### config.mk
export PLATFORM = sky130hd
export DESIGN_NAME = irq_ctrl
export DESIGN_NICKNAME = d
export VERILOG_FILES = /design/src/rtl/irq_pkg.sv /design/src/rtl/irq_node_regs.sv /design/src/rtl/irq_arbiter.sv /design/src/rtl/irq_ctrl.sv
export SDC_FILE = /design/constraint.sdc
export NUM_CORES = 1
export LEC_CHECK = 0
export BUFFER_PORTS_ARGS = -buffer_cell sky130_fd_sc_hd__buf_2
export CAP_MARGIN = 20
export CORE_ASPECT_RATIO = 1.5
export CORE_MARGIN = 8
export CORE_UTILIZATION = 64
export DETAILED_ROUTE_END_ITERATION = 10
export GPL_ROUTABILITY_DRIVEN = 0
export PLACE_DENSITY = 0.83
export SKIP_LAST_GASP = 1
export SYNTH_ARGS = -nofsm -noshare
export SYNTH_HDL_FRONTEND = slang
export SYNTH_SLANG_ARGS = --single-unit
export TNS_END_PERCENT = 1
### constraint.sdc
create_clock -name clk -period 90.2 [get_ports clk]
set_input_delay 9.02 -clock clk [delete_from_list [all_inputs] [get_ports clk]]
set_output_delay 9.02 -clock clk [all_outputs]
set_load 0.005 [all_outputs]
### src/rtl/irq_pkg.sv
package irq_pkg;
    localparam int ILVL_W = 4;
    localparam int GLVL_W = 2;
    localparam int REG_W  = 16;
    localparam int CTL_W  = 2 + ILVL_W + GLVL_W;

    typedef struct packed {
        logic              pend;
        logic              en;
        logic [ILVL_W-1:0] ilvl;
        logic [GLVL_W-1:0] glvl;
    } irq_ctl_t;
endpackage

### src/rtl/irq_node_regs.sv
module irq_node_regs
    import irq_pkg::*;
#(
    parameter int SHARE = 2
) (
    input  logic                 clk,
    input  logic                 rst_n,
    input  logic                 wr_hit,
    input  logic [CTL_W-1:0]     wr_data,
    input  logic [CTL_W-1:0]     wr_mask,
    input  logic                 ack_hit,
    input  logic [SHARE-1:0]     hw_lines,
    output irq_ctl_t             ctl_q
);
    irq_ctl_t ctl_d;
    logic     hw_any;

    assign hw_any = |hw_lines;

    always_comb begin
        logic [CTL_W-1:0] bits;
        bits = ctl_q;
        if (wr_hit) begin
            bits = (bits & ~wr_mask) | (wr_data & wr_mask);
        end
        ctl_d = irq_ctl_t'(bits);
        if (ack_hit) begin
            ctl_d.pend = 1'b0;
        end
        if (hw_any) begin
            ctl_d.pend = 1'b1;
        end
    end

    always_ff @(posedge clk) begin
        if (!rst_n) begin
            ctl_q <= '0;
        end else begin
            ctl_q <= ctl_d;
        end
    end

    // a hardware pulse always leaves the pending flag set
    p_hw_wins_r9: assert property (@(posedge clk) disable iff (!rst_n)
        hw_any |=> ctl_q.pend);

    // acknowledge clears the flag unless something sets it again
    p_ack_clear_r8: assert property (@(posedge clk) disable iff (!rst_n)
        (ack_hit && !hw_any && !(wr_hit && wr_mask[CTL_W-1] && wr_data[CTL_W-1]))
        |=> !ctl_q.pend);
endmodule

### src/rtl/irq_arbiter.sv
module irq_arbiter
    import irq_pkg::*;
#(
    parameter int N_NODES = 33,
    parameter int SEL_W   = $clog2(N_NODES)
) (
    input  irq_ctl_t            ctl [N_NODES],
    input  logic                ien,
    input  logic [ILVL_W-1:0]   cpu_ilvl,
    output logic                win_valid,
    output logic [SEL_W-1:0]    win_idx,
    output logic [ILVL_W-1:0]   win_ilvl
);
    localparam int KEY_W = ILVL_W + GLVL_W;

    logic [N_NODES-1:0] cand;

    generate
        for (genvar g = 0; g < N_NODES; g++) begin : g_cand
            assign cand[g] = ien && ctl[g].pend && ctl[g].en && (ctl[g].ilvl > cpu_ilvl);
        end
    endgenerate

    always_comb begin
        logic [KEY_W-1:0] best_key;
        best_key  = '0;
        win_valid = 1'b0;
        win_idx   = '0;
        win_ilvl  = '0;
        for (int i = N_NODES - 1; i >= 0; i--) begin
            if (cand[i] && (!win_valid || {ctl[i].ilvl, ctl[i].glvl} >= best_key)) begin
                win_valid = 1'b1;
                best_key  = {ctl[i].ilvl, ctl[i].glvl};
                win_idx   = SEL_W'(i);
                win_ilvl  = ctl[i].ilvl;
            end
        end
    end
endmodule

### src/rtl/irq_ctrl.sv
module irq_ctrl
    import irq_pkg::*;
#(
    parameter int N_NODES = 33,
    parameter int SHARE   = 2,
    parameter int SEL_W   = $clog2(N_NODES)
) (
    input  logic                     clk,
    input  logic                     rst_n,
    input  logic [N_NODES*SHARE-1:0] src_req,
    input  logic [SEL_W-1:0]         reg_sel,
    input  logic                     reg_wr,
    input  logic [REG_W-1:0]         reg_wdata,
    input  logic [REG_W-1:0]         reg_wmask,
    output logic [REG_W-1:0]         reg_rdata,
    input  logic                     psw_ien,
    input  logic [ILVL_W-1:0]        psw_ilvl,
    output logic                     irq_req,
    input  logic                     irq_ack,
    output logic [SEL_W-1:0]         irq_vec
);
    typedef struct packed {
        logic             req;
        logic [SEL_W-1:0] vec;
    } out_t;

    irq_ctl_t          ctl [N_NODES];
    out_t              out_d, out_q;
    logic              win_valid;
    logic [SEL_W-1:0]  win_idx;
    logic [ILVL_W-1:0] win_ilvl;
    logic              ack_ok;
    logic              unused_upper;

    assign unused_upper = ^{reg_wdata[REG_W-1:CTL_W], reg_wmask[REG_W-1:CTL_W]};
    assign ack_ok       = irq_ack && out_q.req;

    generate
        for (genvar n = 0; n < N_NODES; n++) begin : g_node
            irq_node_regs #(.SHARE(SHARE)) u_node (
                .clk      (clk),
                .rst_n    (rst_n),
                .wr_hit   (reg_wr && (reg_sel == SEL_W'(n))),
                .wr_data  (reg_wdata[CTL_W-1:0]),
                .wr_mask  (reg_wmask[CTL_W-1:0]),
                .ack_hit  (ack_ok && (out_q.vec == SEL_W'(n))),
                .hw_lines (src_req[n*SHARE +: SHARE]),
                .ctl_q    (ctl[n])
            );
        end
    endgenerate

    irq_arbiter #(.N_NODES(N_NODES), .SEL_W(SEL_W)) u_arb (
        .ctl       (ctl),
        .ien       (psw_ien),
        .cpu_ilvl  (psw_ilvl),
        .win_valid (win_valid),
        .win_idx   (win_idx),
        .win_ilvl  (win_ilvl)
    );

    always_comb begin
        reg_rdata = '0;
        if (32'(reg_sel) < N_NODES) begin
            reg_rdata[CTL_W-1:0] = ctl[reg_sel];
        end
    end

    always_comb begin
        out_d = out_q;
        if (ack_ok) begin
            out_d.req = 1'b0;
        end else if (!out_q.req) begin
            out_d.req = win_valid;
            out_d.vec = win_idx;
        end
    end

    always_ff @(posedge clk) begin
        if (!rst_n) begin
            out_q <= '0;
        end else begin
            out_q <= out_d;
        end
    end

    assign irq_req = out_q.req;
    assign irq_vec = out_q.vec;

    p_hold_r8: assert property (@(posedge clk) disable iff (!rst_n)
        (irq_req && !irq_ack) |=> (irq_req && $stable(irq_vec)));

    p_ack_drop_r8: assert property (@(posedge clk) disable iff (!rst_n)
        (irq_req && irq_ack) |=> !irq_req);

    p_ien_gate_r4: assert property (@(posedge clk) disable iff (!rst_n)
        $rose(irq_req) |-> $past(psw_ien));

    p_level_r5: assert property (@(posedge clk) disable iff (!rst_n)
        $rose(irq_req) |-> ($past(win_ilvl) > $past(psw_ilvl)));
endmodule

== Word-level counts from Yosys, hierarchy flattened ==
Cells that the tools add are included.
Word-level totals
  output and inout bits: 23
  logic and storage cells: 871
  flip-flop bits (word level): 271
Operators by class
  bitwise logic cells: 72
  order comparisons: 67
  eq/ne operators: 64
  reduce and logical (&&, ||, !) cells: 332
  multiplexer cells: 202
Operator list (number)
  $mux 6: 65
  $mux 8: 36
  $and 8x8->8: 34
  $or 8x8->8: 33
  $logic_and 1x1->1: 198
  $eq 6x5->1 const B: 32
  $ge 6x6->1: 32
  $gt 4x4->1: 33
  $mux 1: 99
  $reduce_bool 3->1: 33
  $eq 6x4->1 const B: 16
  $reduce_or 2->1: 34
  $bmux 8 s6: 1
  $eq 6x3->1 const B: 8
  $logic_not 1->1: 32
  $logic_or 1x1->1: 32
  $eq 6x2->1 const B: 4
  $eq 6x1->1 const B: 2
  $eq 6x6->1 const B: 2
  $logic_not 6->1: 2
  $not 8->8: 1
  $ge 7x7->1 const B: 1
  $mux 7: 1
  $not 6->7: 1
  other kinds (3): 5

== Depth between registers and ports, before layout ==
Gate-level depths: netlist (run 1).
  depth after elaboration: 133
  mapped depth: 346

== Modules after synthesis ==
Synthesis (run 1) repeated with hierarchy kept, for this count alone.
Second synthesis, totals
  cell total of the unflattened synthesis: 3448
  area total of the unflattened synthesis: 26476.6 µm²
By module, submodules not included
  irq_arbiter: cells an instance 1730, area an instance 12253.0 µm², seq. area each 0.0 µm², times used 1
  irq_node_regs: cells an instance 42, area an instance 341.6 µm², seq. area each 160.2 µm², times used 33
  irq_ctrl: cells an instance 332, area an instance 2951.6 µm², seq. area each 140.1 µm², times used 1

== Worst setup path before layout (run 1) ==
Ideal clock, no wire load.
  path type: in2reg
  from: input psw_ilvl[3]
  to: register out_q, in the netlist irq_vec[5]
  setup slack: 23165 ps
  required time: 90131 ps
  data arrival time: 66966 ps
  stages on the path: 318
  cells stage by stage: inv_1 -> ha_1 -> nand4_1 -> nand4_1 -> a21oi_2 -> clkbuf_1 -> nand2_1 -> ha_1 -> and3_1 -> a221oi_1 -> a21oi_1 -> mux2_2 -> ha_1 -> nor3b_1 -> o21ai_0 -> o2111ai_1 -> o211ai_1 -> nand2_1 -> (+282 left out) -> nand2b_1 -> a21oi_1 -> a21oi_2 -> buf_2 -> o31ai_1 -> ha_1 -> nand2b_1 -> a21o_1 -> a21oi_1 -> nor2b_1 -> o21ai_0 -> nand2b_1 -> a21oi_1 -> nand2_1 -> a21oi_1 -> nor2b_1 -> o211ai_1 -> o21ai_1
Between the ends
  word-level cells in the longest chain between the ends: 131
  elaborated cells between the ends (all ways): 291
  classes of those cells: order compare: 65; mux: 97; reduce/logical: 129
RTL lines
  start, declared: line irq_ctrl.sv:17  | input logic [ILVL_W-1:0] psw_ilvl,
  $gt 4x4->1: line irq_arbiter.sv:20  | assign cand[g] = ien && ctl[g].pend && ctl[g].en && (ctl[g].ilvl > cpu_ilvl);
  $logic_and 1x1->1: line irq_arbiter.sv:20
  $mux 6 / $mux 1 (equally long branches): line irq_arbiter.sv:31  | if (cand[i] && (!win_valid || {ctl[i].ilvl, ctl[i].glvl} >= best_key)) begin
  $ge 6x6->1 / $logic_not 1->1 (equally long branches): line irq_arbiter.sv:31
  $logic_or 1x1->1: line irq_arbiter.sv:31
  $logic_and 1x1->1: line irq_arbiter.sv:31
  $mux 6 / $mux 1 (equally long branches): line irq_arbiter.sv:31
  $ge 6x6->1 / $logic_not 1->1 (equally long branches): line irq_arbiter.sv:31
  (+115 left out)
  $ge 6x6->1 / $logic_not 1->1 (equally long branches): line irq_arbiter.sv:31
  $logic_or 1x1->1: line irq_arbiter.sv:31
  $logic_and 1x1->1: line irq_arbiter.sv:31
  $mux 6 / $mux 1 (equally long branches): line irq_arbiter.sv:31
  $ge 6x6->1 / $logic_not 1->1 (equally long branches): line irq_arbiter.sv:31
  $logic_or 1x1->1: line irq_arbiter.sv:31
  $logic_and 1x1->1: line irq_arbiter.sv:31
  $mux 6 *: line irq_arbiter.sv:31
  end signal, assigned: line irq_ctrl.sv:83  | out_q <= out_d;
  end, declared: line irq_ctrl.sv:28  | out_t out_d, out_q;
Every way passes the cells marked *; elsewhere a longest branch is shown, timed or not.
A chain may end at the register's enable or synchronous reset.

== Worst setup path in the final report (run 1) ==
  from: input psw_ilvl[2]
  to: register out_q, in the netlist irq_vec[4]
The elaborated chain is that of the path after synthesis.

==> out/qor.csv, run 1 <==
stage;metric;value;unit
worst_setup_path;crit-path max cell delay;930;ps
cells_and_area;utilization after layout;0.696;
power;leakage power of the design;10.4;nW
floorplanning;floorplan row count;91;
outcome;result of the run;complete, no violations;
worst_setup_path;crit-path leading delay family;compound AO/OA/AOI/OAI gates;
yosys;Syn Area/Cell;7.60;µm²
timing;setup repair after global routing missed its margin;no;
clock_tree;Post CTS Setup Buffer Count;0;
yosys;most common flop cell mapped by yosys;sky130_fd_sc_hd__dfxtp_1;
routing;total number of vias;28700;
timing;worst hold slack after final layout;486;ps
cells_and_area;layout cells sized above 1;0.110;
cells_and_area;top library cells by usage in the layout, fill and taps aside;sky130_fd_sc_hd__nand2_1 (645), sky130_fd_sc_hd__ha_1 (274), sky130_fd_sc_hd__dfxtp_1 (271);
min_path;Hold WC Path Type;reg2reg;
routing;detail-routed net length per standard cell;23.8;µm
clock_tree;Skew-Pair Late Insertion Delay;620;ps
clock_tree;largest buffer count on any clock path;3;
grt;first-pass GRT wire length;151000;µm
power;largest vdd supply drop;0.0000148;V
yosys;Cells after Synth;3517;
grt;Global Route Usage Sum;0.389;
yosys;post-synth top area share;0.203;
place;count of buffers inserted at the top-level ports;111;
job;count of max-cap constraint violations;0;
yosys;most area-consuming cells after synthesis;sky130_fd_sc_hd__dfxtp_1 (20%), sky130_fd_sc_hd__ha_1 (13%), sky130_fd_sc_hd__nand2_1 (9.1%);
floorplanning;io pins;136;
timing;minimum period implied by the final worst setup slack;77800;ps
clock_tree;CTS resizes;0;
clock_tree;number of hold buffers added after CTS;0;
timing;endpoints failing setup;0;
power;Clock Power Share;0.452;
yosys;Synth cell types;108;
routing;Starting DRT DRC Count;3529;
yosys;count of warnings emitted by yosys;0;
routing;remaining antenna violation count;0;
timing;Max Slew Vio Count;0;
clock_tree;clock root cell;sky130_fd_sc_hd__clkbuf_16;
routing;Post-Route WL;97500;µm
worst_setup_path;CP Class;in2reg;
worst_setup_path;Req. time, crit path;90720;ps
yosys;leading area contributor after synthesis;sky130_fd_sc_hd__dfxtp_1;
worst_setup_path;worst-path cell with the longest stage delay;sky130_fd_sc_hd__o41ai_1;
cells_and_area;number of nets in the layout;3895;
timing;final hold violations;0;
power;Internal;0.000203;W
clock_tree;number of levels in the clock H-tree;1;
timing;pin slew with the least headroom to its limit;1270;ps
routing;number of detailed-route iterations in the first pass;10;
yosys;synthesis-stage register bit count;271;
worst_setup_path;number of buffers and inverters on the critical path;18;
timing;slew margin rel.;0.151;
timing;final clock skew;32.5;ps
clock_tree;number of clock sinks seen by CTS;271;
power;total power divided by cell area;9.84;nW/µm²
routing;DRC violations left;0;
clock_tree;total CTS buffers;30;
power;share of power burned in registers;0.436;
grt;maximum number of pins on one net before global-route repair;104;
worst_setup_path;critical path endpoint category;flip-flop;
clock_tree;register clock-pin slew on the reported worst setup and hold paths;60;ps
floorplanning;Die Height;266;µm
yosys;number of enable flip-flop cells after synthesis;0;
cells_and_area;Area Overhead vs Synth;7.21;%
clock_tree;CTS tree;built;
power;share of total power consumed by net switching;0.281;
yosys;part of the Yosys area used for sequential elements;0.203;
worst_setup_path;startpoint of the worst setup timing path;psw_ilvl[2];
cells_and_area;most common cell after layout, fill and taps aside;sky130_fd_sc_hd__nand2_1;
yosys;Synth async-reset ratio;0;
routing;vias per std cell;7.01;
worst_setup_path;Critical Path AT;78320;ps
timing;fmax;12.9;MHz
floorplanning;die area;48700;µm²
power;reported net switching power;0.0000793;W
grt;vias in the first global route;28300;
floorplanning;placeable core region;41200;µm²
yosys;netlist area before placement;26700;µm²
timing;Tcrit/Tclk final;0.862;
grt;GR Overflow Total;0;
worst_setup_path;maximum fanout along the worst path;23;
grt;antenna violations before repair;3;
worst_setup_path;critical path launch point type;input pin;
floorplanning;Die X;183;µm
place;hpwl dp;67600;µm
timing;total negative slack;0;ps
power;relative contribution of combinational cells to total power;0.112;
floorplanning;starting density of the core;0.649;
synthesized netlist by cell type, types with 28 or more instances:
library cell	instances
sky130_fd_sc_hd__nor2_1	172
sky130_fd_sc_hd__nor3_1	41
sky130_fd_sc_hd__nand3_1	270
sky130_fd_sc_hd__nand4_1	52
sky130_fd_sc_hd__o21a_1	34
sky130_fd_sc_hd__ha_1	274
sky130_fd_sc_hd__a21oi_1	173
sky130_fd_sc_hd__mux2i_1	64
sky130_fd_sc_hd__a21boi_0	241
sky130_fd_sc_hd__o21ai_0	141
sky130_fd_sc_hd__inv_1	190
sky130_fd_sc_hd__o211ai_1	28
sky130_fd_sc_hd__dfxtp_1	271
sky130_fd_sc_hd__nand2_1	645
sky130_fd_sc_hd__o31a_1	38
sky130_fd_sc_hd__a21o_1	41
sky130_fd_sc_hd__nand2b_1	74
sky130_fd_sc_hd__and2_1	29
sky130_fd_sc_hd__clkbuf_1	177
sky130_fd_sc_hd__nor2b_1	50
sky130_fd_sc_hd__mux2_2	32
sky130_fd_sc_hd__mux4_2	80
tightest hold or removal path: cells and delay by family (launching register included):
kind / cells / cell delay, ps
compound gates: 1 / 60
simple gates: 1 / 50
flops: 1 / 320
path summary, 6_finish.rpt:
check,depth (start not counted),slack [ps],endpoint
min,2,490,flip-flop
max,308,12400,irq_vec[4]
min reg2reg,2,490,flip-flop
max reg2reg,306,20940,irq_vec[4]
cell families (layout without fill, tap and decap cells):
| family | after synthesis | count (layout) | share of synthesized area |
|---|---|---|---|
| AOI/OAI and AO/OA | 945 | 945 | 0.252 |
| xor gates and xnor gates | 11 | 11 | 0.00360 |
| adders and majority gates | 278 | 278 | 0.130 |
| buffers and inverters | 410 | 416 | 0.0592 |
| DFF | 271 | 271 | 0.203 |
| muxes | 178 | 178 | 0.106 |
| other | 1 | 13 | 0.000140 |
| and+or+nand+nor | 1423 | 1423 | 0.246 |
area by class of cell:
| cell class | count | area (µm²) |
|---|---|---|
| fillers | 3322 | 12500 |
| inverters | 190 | 713 |
| clock inverters | 8 | 72.6 |
| diodes | 5 | 12.5 |
| multi-input cells | 2843 | 19800 |
| well taps | 558 | 698 |
| flip-flops and latches | 271 | 5430 |
| clock buffers | 46 | 902 |
| repair buffers | 172 | 1090 |
stage by stage:
stage	setup WS (ps)	power [W]	instances	cell area, µm²
2_1_floorplan	23160	0.000144	3524	26800
3_3_place_gp	15620	0.000154	4019	27500
3_5_place_dp	13860	0.000155	4021	27500
4_1_cts	14040	0.000279	4075	28500
5_1_grt	7750	0.000288	4088	28700
6_report	12400	0.000282	4093	28700
per-layer routing:
metal / part of all wire / vias to the layer above / GRT usage
li1: - / 12700 / -
met5: 0.00027 / - / 0
met2: 0.45 / 2010 / 0.631
met3: 0.12 / 686 / 0.111
met4: 0.099 / 4 / 0.337
met1: 0.33 / 13300 / 0.411
power groups by stage:
stage,Clock [W],Combinational [W],Sequential [W]
after floorplan,0,0.0000192,0.000124
after global placement,0,0.0000283,0.000125
after detailed placement,0,0.0000295,0.000125
after CTS,0.000127,0.0000296,0.000123
after global routing,0.000132,0.0000330,0.000123
final,0.000127,0.0000316,0.000123
Note: power is estimated with default switching activity, not from simulation.
==> run 2: changes to the inputs <==
--- a/config.mk
+++ b/config.mk
@@ -9,10 +9,9 @@
 export CAP_MARGIN = 20
 export CORE_ASPECT_RATIO = 1.5
 export CORE_MARGIN = 8
-export CORE_UTILIZATION = 64
+export CORE_UTILIZATION = 30
 export DETAILED_ROUTE_END_ITERATION = 10
 export GPL_ROUTABILITY_DRIVEN = 0
-export PLACE_DENSITY = 0.83
 export SKIP_LAST_GASP = 1
 export SYNTH_ARGS = -nofsm -noshare
 export SYNTH_HDL_FRONTEND = slang
==> out/qor.csv, run 2 (synthesis results as in run 1) <==
stage;metric;value;unit;change
floorplanning;Die X;260;µm;+42%
worst_setup_path;r2r worst-path depth;307;;+0.33%
place;count of buffers inserted at the top-level ports;111;;unchanged
worst_setup_path;crit-path max cell delay;740;ps;-190 ps
worst_setup_path;number of buffers and inverters on the critical path;18;;unchanged
timing;pin slew with the least headroom to its limit;1230;ps;-45.1 ps
worst_setup_path;CP Class;in2reg;;
routing;Post-Route WL;104000;µm;+6.8%
power;reported net switching power;0.0000886;W;+12%
clock_tree;CTS tree;built;;
routing;detail-routed net length per standard cell;22.1;µm;-7.0%
grt;GR Overflow Total;0;;unchanged
grt;antenna violations before repair;9;;+6
power;Total Power;0.000311;W;+10%
worst_setup_path;internal reg-to-reg setup slack;21570;ps;+630 ps
power;total power divided by cell area;10.5;nW/µm²;+6.6%
timing;final hold violations;0;;unchanged
floorplanning;starting density of the core;0.302;;-0.347
cells_and_area;number of nets in the layout;3906;;+0.28%
cells_and_area;Area Overhead vs Synth;10.9;%;
worst_setup_path;critical path endpoint category;flip-flop;;
worst_setup_path;crit-path leading delay family;compound AO/OA/AOI/OAI gates;;
clock_tree;clock root cell;sky130_fd_sc_hd__clkbuf_16;;
floorplanning;floorplan row count;134;;+47%
grt;first-pass GRT wire length;158000;µm;+4.5%
timing;fmax;12.9;MHz;+0.69%
grt;vias in the first global route;25700;;-9.2%
clock_tree;total CTS buffers;36;;+20%
clock_tree;CTS resizes;0;;unchanged
place;Placed Instances;4632;;+15%
power;leakage power of the design;10.5;nW;+1.4%
routing;total number of vias;27100;;-5.6%
cells_and_area;utilization after layout;0.334;;-0.361
place;hpwl dp;75800;µm;+12%
power;Internal;0.000222;W;+9.7%
cells_and_area;number of filler instances in the final layout;9355;;+180%
cells_and_area;top library cells by usage in the layout, fill and taps aside;sky130_fd_sc_hd__nand2_1 (645), sky130_fd_sc_hd__ha_1 (274), sky130_fd_sc_hd__dfxtp_1 (271);;
timing;minimum period implied by the final worst setup slack;77260;ps;-537 ps
min_path;cell depth of the worst hold path;2;;unchanged
clock_tree;number of hold buffers added after CTS;0;;unchanged
power;Clock Power Share;0.499;;+0.047
floorplanning;Die Height;382;µm;+43%
timing;final clock skew;32.8;ps;+0.331 ps
routing;number of detailed-route iterations in the first pass;11;;+1
worst_setup_path;critical path launch point type;input pin;;
power;share of power burned in registers;0.396;;-0.040
clock_tree;Skew-Pair Late Insertion Delay;590;ps;-30 ps
timing;Tcrit/Tclk final;0.857;;-0.00595
grt;maximum number of pins on one net before global-route repair;92;;-12%
cells_and_area;most common cell after layout, fill and taps aside;sky130_fd_sc_hd__nand2_1;;
floorplanning;io pins;136;;unchanged
clock_tree;number of levels in the clock H-tree;2;;+1
worst_setup_path;Critical Path AT;77770;ps;-550 ps
floorplanning;die area;99100;µm²;+100%
worst_setup_path;Req. time, crit path;90710;ps;about the same
routing;Starting DRT DRC Count;2386;;-32%
grt;Global Route Usage Sum;0.202;;-0.186
timing;Max Slew Vio Count;0;;unchanged
routing;remaining antenna violation count;0;;unchanged
routing;DRC violations left;0;;unchanged
worst_setup_path;worst-path cell with the longest stage delay;sky130_fd_sc_hd__a21oi_1;;
power;relative contribution of combinational cells to total power;0.104;;-0.008
power;share of total power consumed by net switching;0.285;;+0.00375
timing;slew margin rel.;0.177;;+0.0255
clock_tree;number of clock sinks seen by CTS;271;;unchanged
min_path;Hold WC Path Type;reg2reg;;
outcome;result of the run;complete, no violations;;
job;count of max-cap constraint violations;0;;unchanged
clock_tree;largest buffer count on any clock path;3;;unchanged
floorplanning;placeable core region;88700;µm²;+120%
power;largest vdd supply drop;0.0000152;V;+3.1%
worst_setup_path;endpoint of the lowest-slack register-to-register path;irq_vec[5];;
worst_setup_path;maximum fanout along the worst path;22;;-4.3%
timing;setup repair after global routing missed its margin;no;;
cells_and_area;layout cells sized above 1;0.115;;+0.00521
clock_tree;register clock-pin slew on the reported worst setup and hold paths;60;ps;about the same
timing;total negative slack;0;ps;unchanged
worst_setup_path;Most common cell on crit path;sky130_fd_sc_hd__nand2b_1;;
clock_tree;Post CTS Setup Buffer Count;0;;unchanged
timing;endpoints failing setup;0;;unchanged
cells_and_area;final instance count without filler cells;4704;;+15%
routing;vias per std cell;5.76;;-18%
timing;worst hold slack after final layout;483;ps;-3.60 ps
[run 2: through the flow]
step	cell area, µm²	worst slack (ps)
after floorplan	26800	23160
after global placement	28400	13370
after detailed placement	28400	13140
after CTS	29600	13390
after global routing	29600	8060
final	29700	12940
[run 2: worst max-delay path by stage]
stage | endpoint | startpoint | slack, ps | cells after the start
after floorplan | irq_vec[5] | psw_ilvl[3] | 23160 | 318
after global placement | irq_vec[3] | psw_ilvl[1] | 13370 | 309
after detailed placement | irq_vec[3] | psw_ilvl[1] | 13140 | 309
after CTS | irq_vec[5] | psw_ilvl[1] | 13390 | 309
after global routing | irq_vec[4] | psw_ilvl[1] | 8060 | 311
final | irq_vec[5] | psw_ilvl[1] | 12940 | 309
[run 2: final cells by class]
type / count / area, µm² / share of cell area
tap: 1156 / 1450 / 0.0488
inverter: 190 / 713 / 0.0240
clock inverter: 16 / 200 / 0.00675
clock buffer: 47 / 1010 / 0.0342
timing repair buffer: 177 / 1080 / 0.0364
multi-input combinational: 2843 / 19800 / 0.667
antenna: 4 / 10.0 / 0.000338
sequential: 271 / 5430 / 0.183
[run 2: worst reg2reg max path, delay by kind of cell (launching register included)]
family	cells	cell delay, ps
compound gates	143	32410
buf+inv	16	2350
flops	1	440
mux	22	7650
fa+ha+maj	34	9290
simple gates	92	16370
[run 2: power groups by stage]
stage	sequential, W	clock (W)	combinational, W
6_report	0.000123	0.000155	0.0000325
4_1_cts	0.000123	0.000157	0.0000318
3_3_place_gp	0.000126	0	0.0000311
3_5_place_dp	0.000126	0	0.0000317
5_1_grt	0.000123	0.000162	0.0000344
2_1_floorplan	0.000124	0	0.0000192
[run 2: layer usage]
layer,share of wire,track usage
met1,0.40,0.247
met5,0.00049,0
met3,0.076,0.0342
met2,0.47,0.341
met4,0.052,0.0985
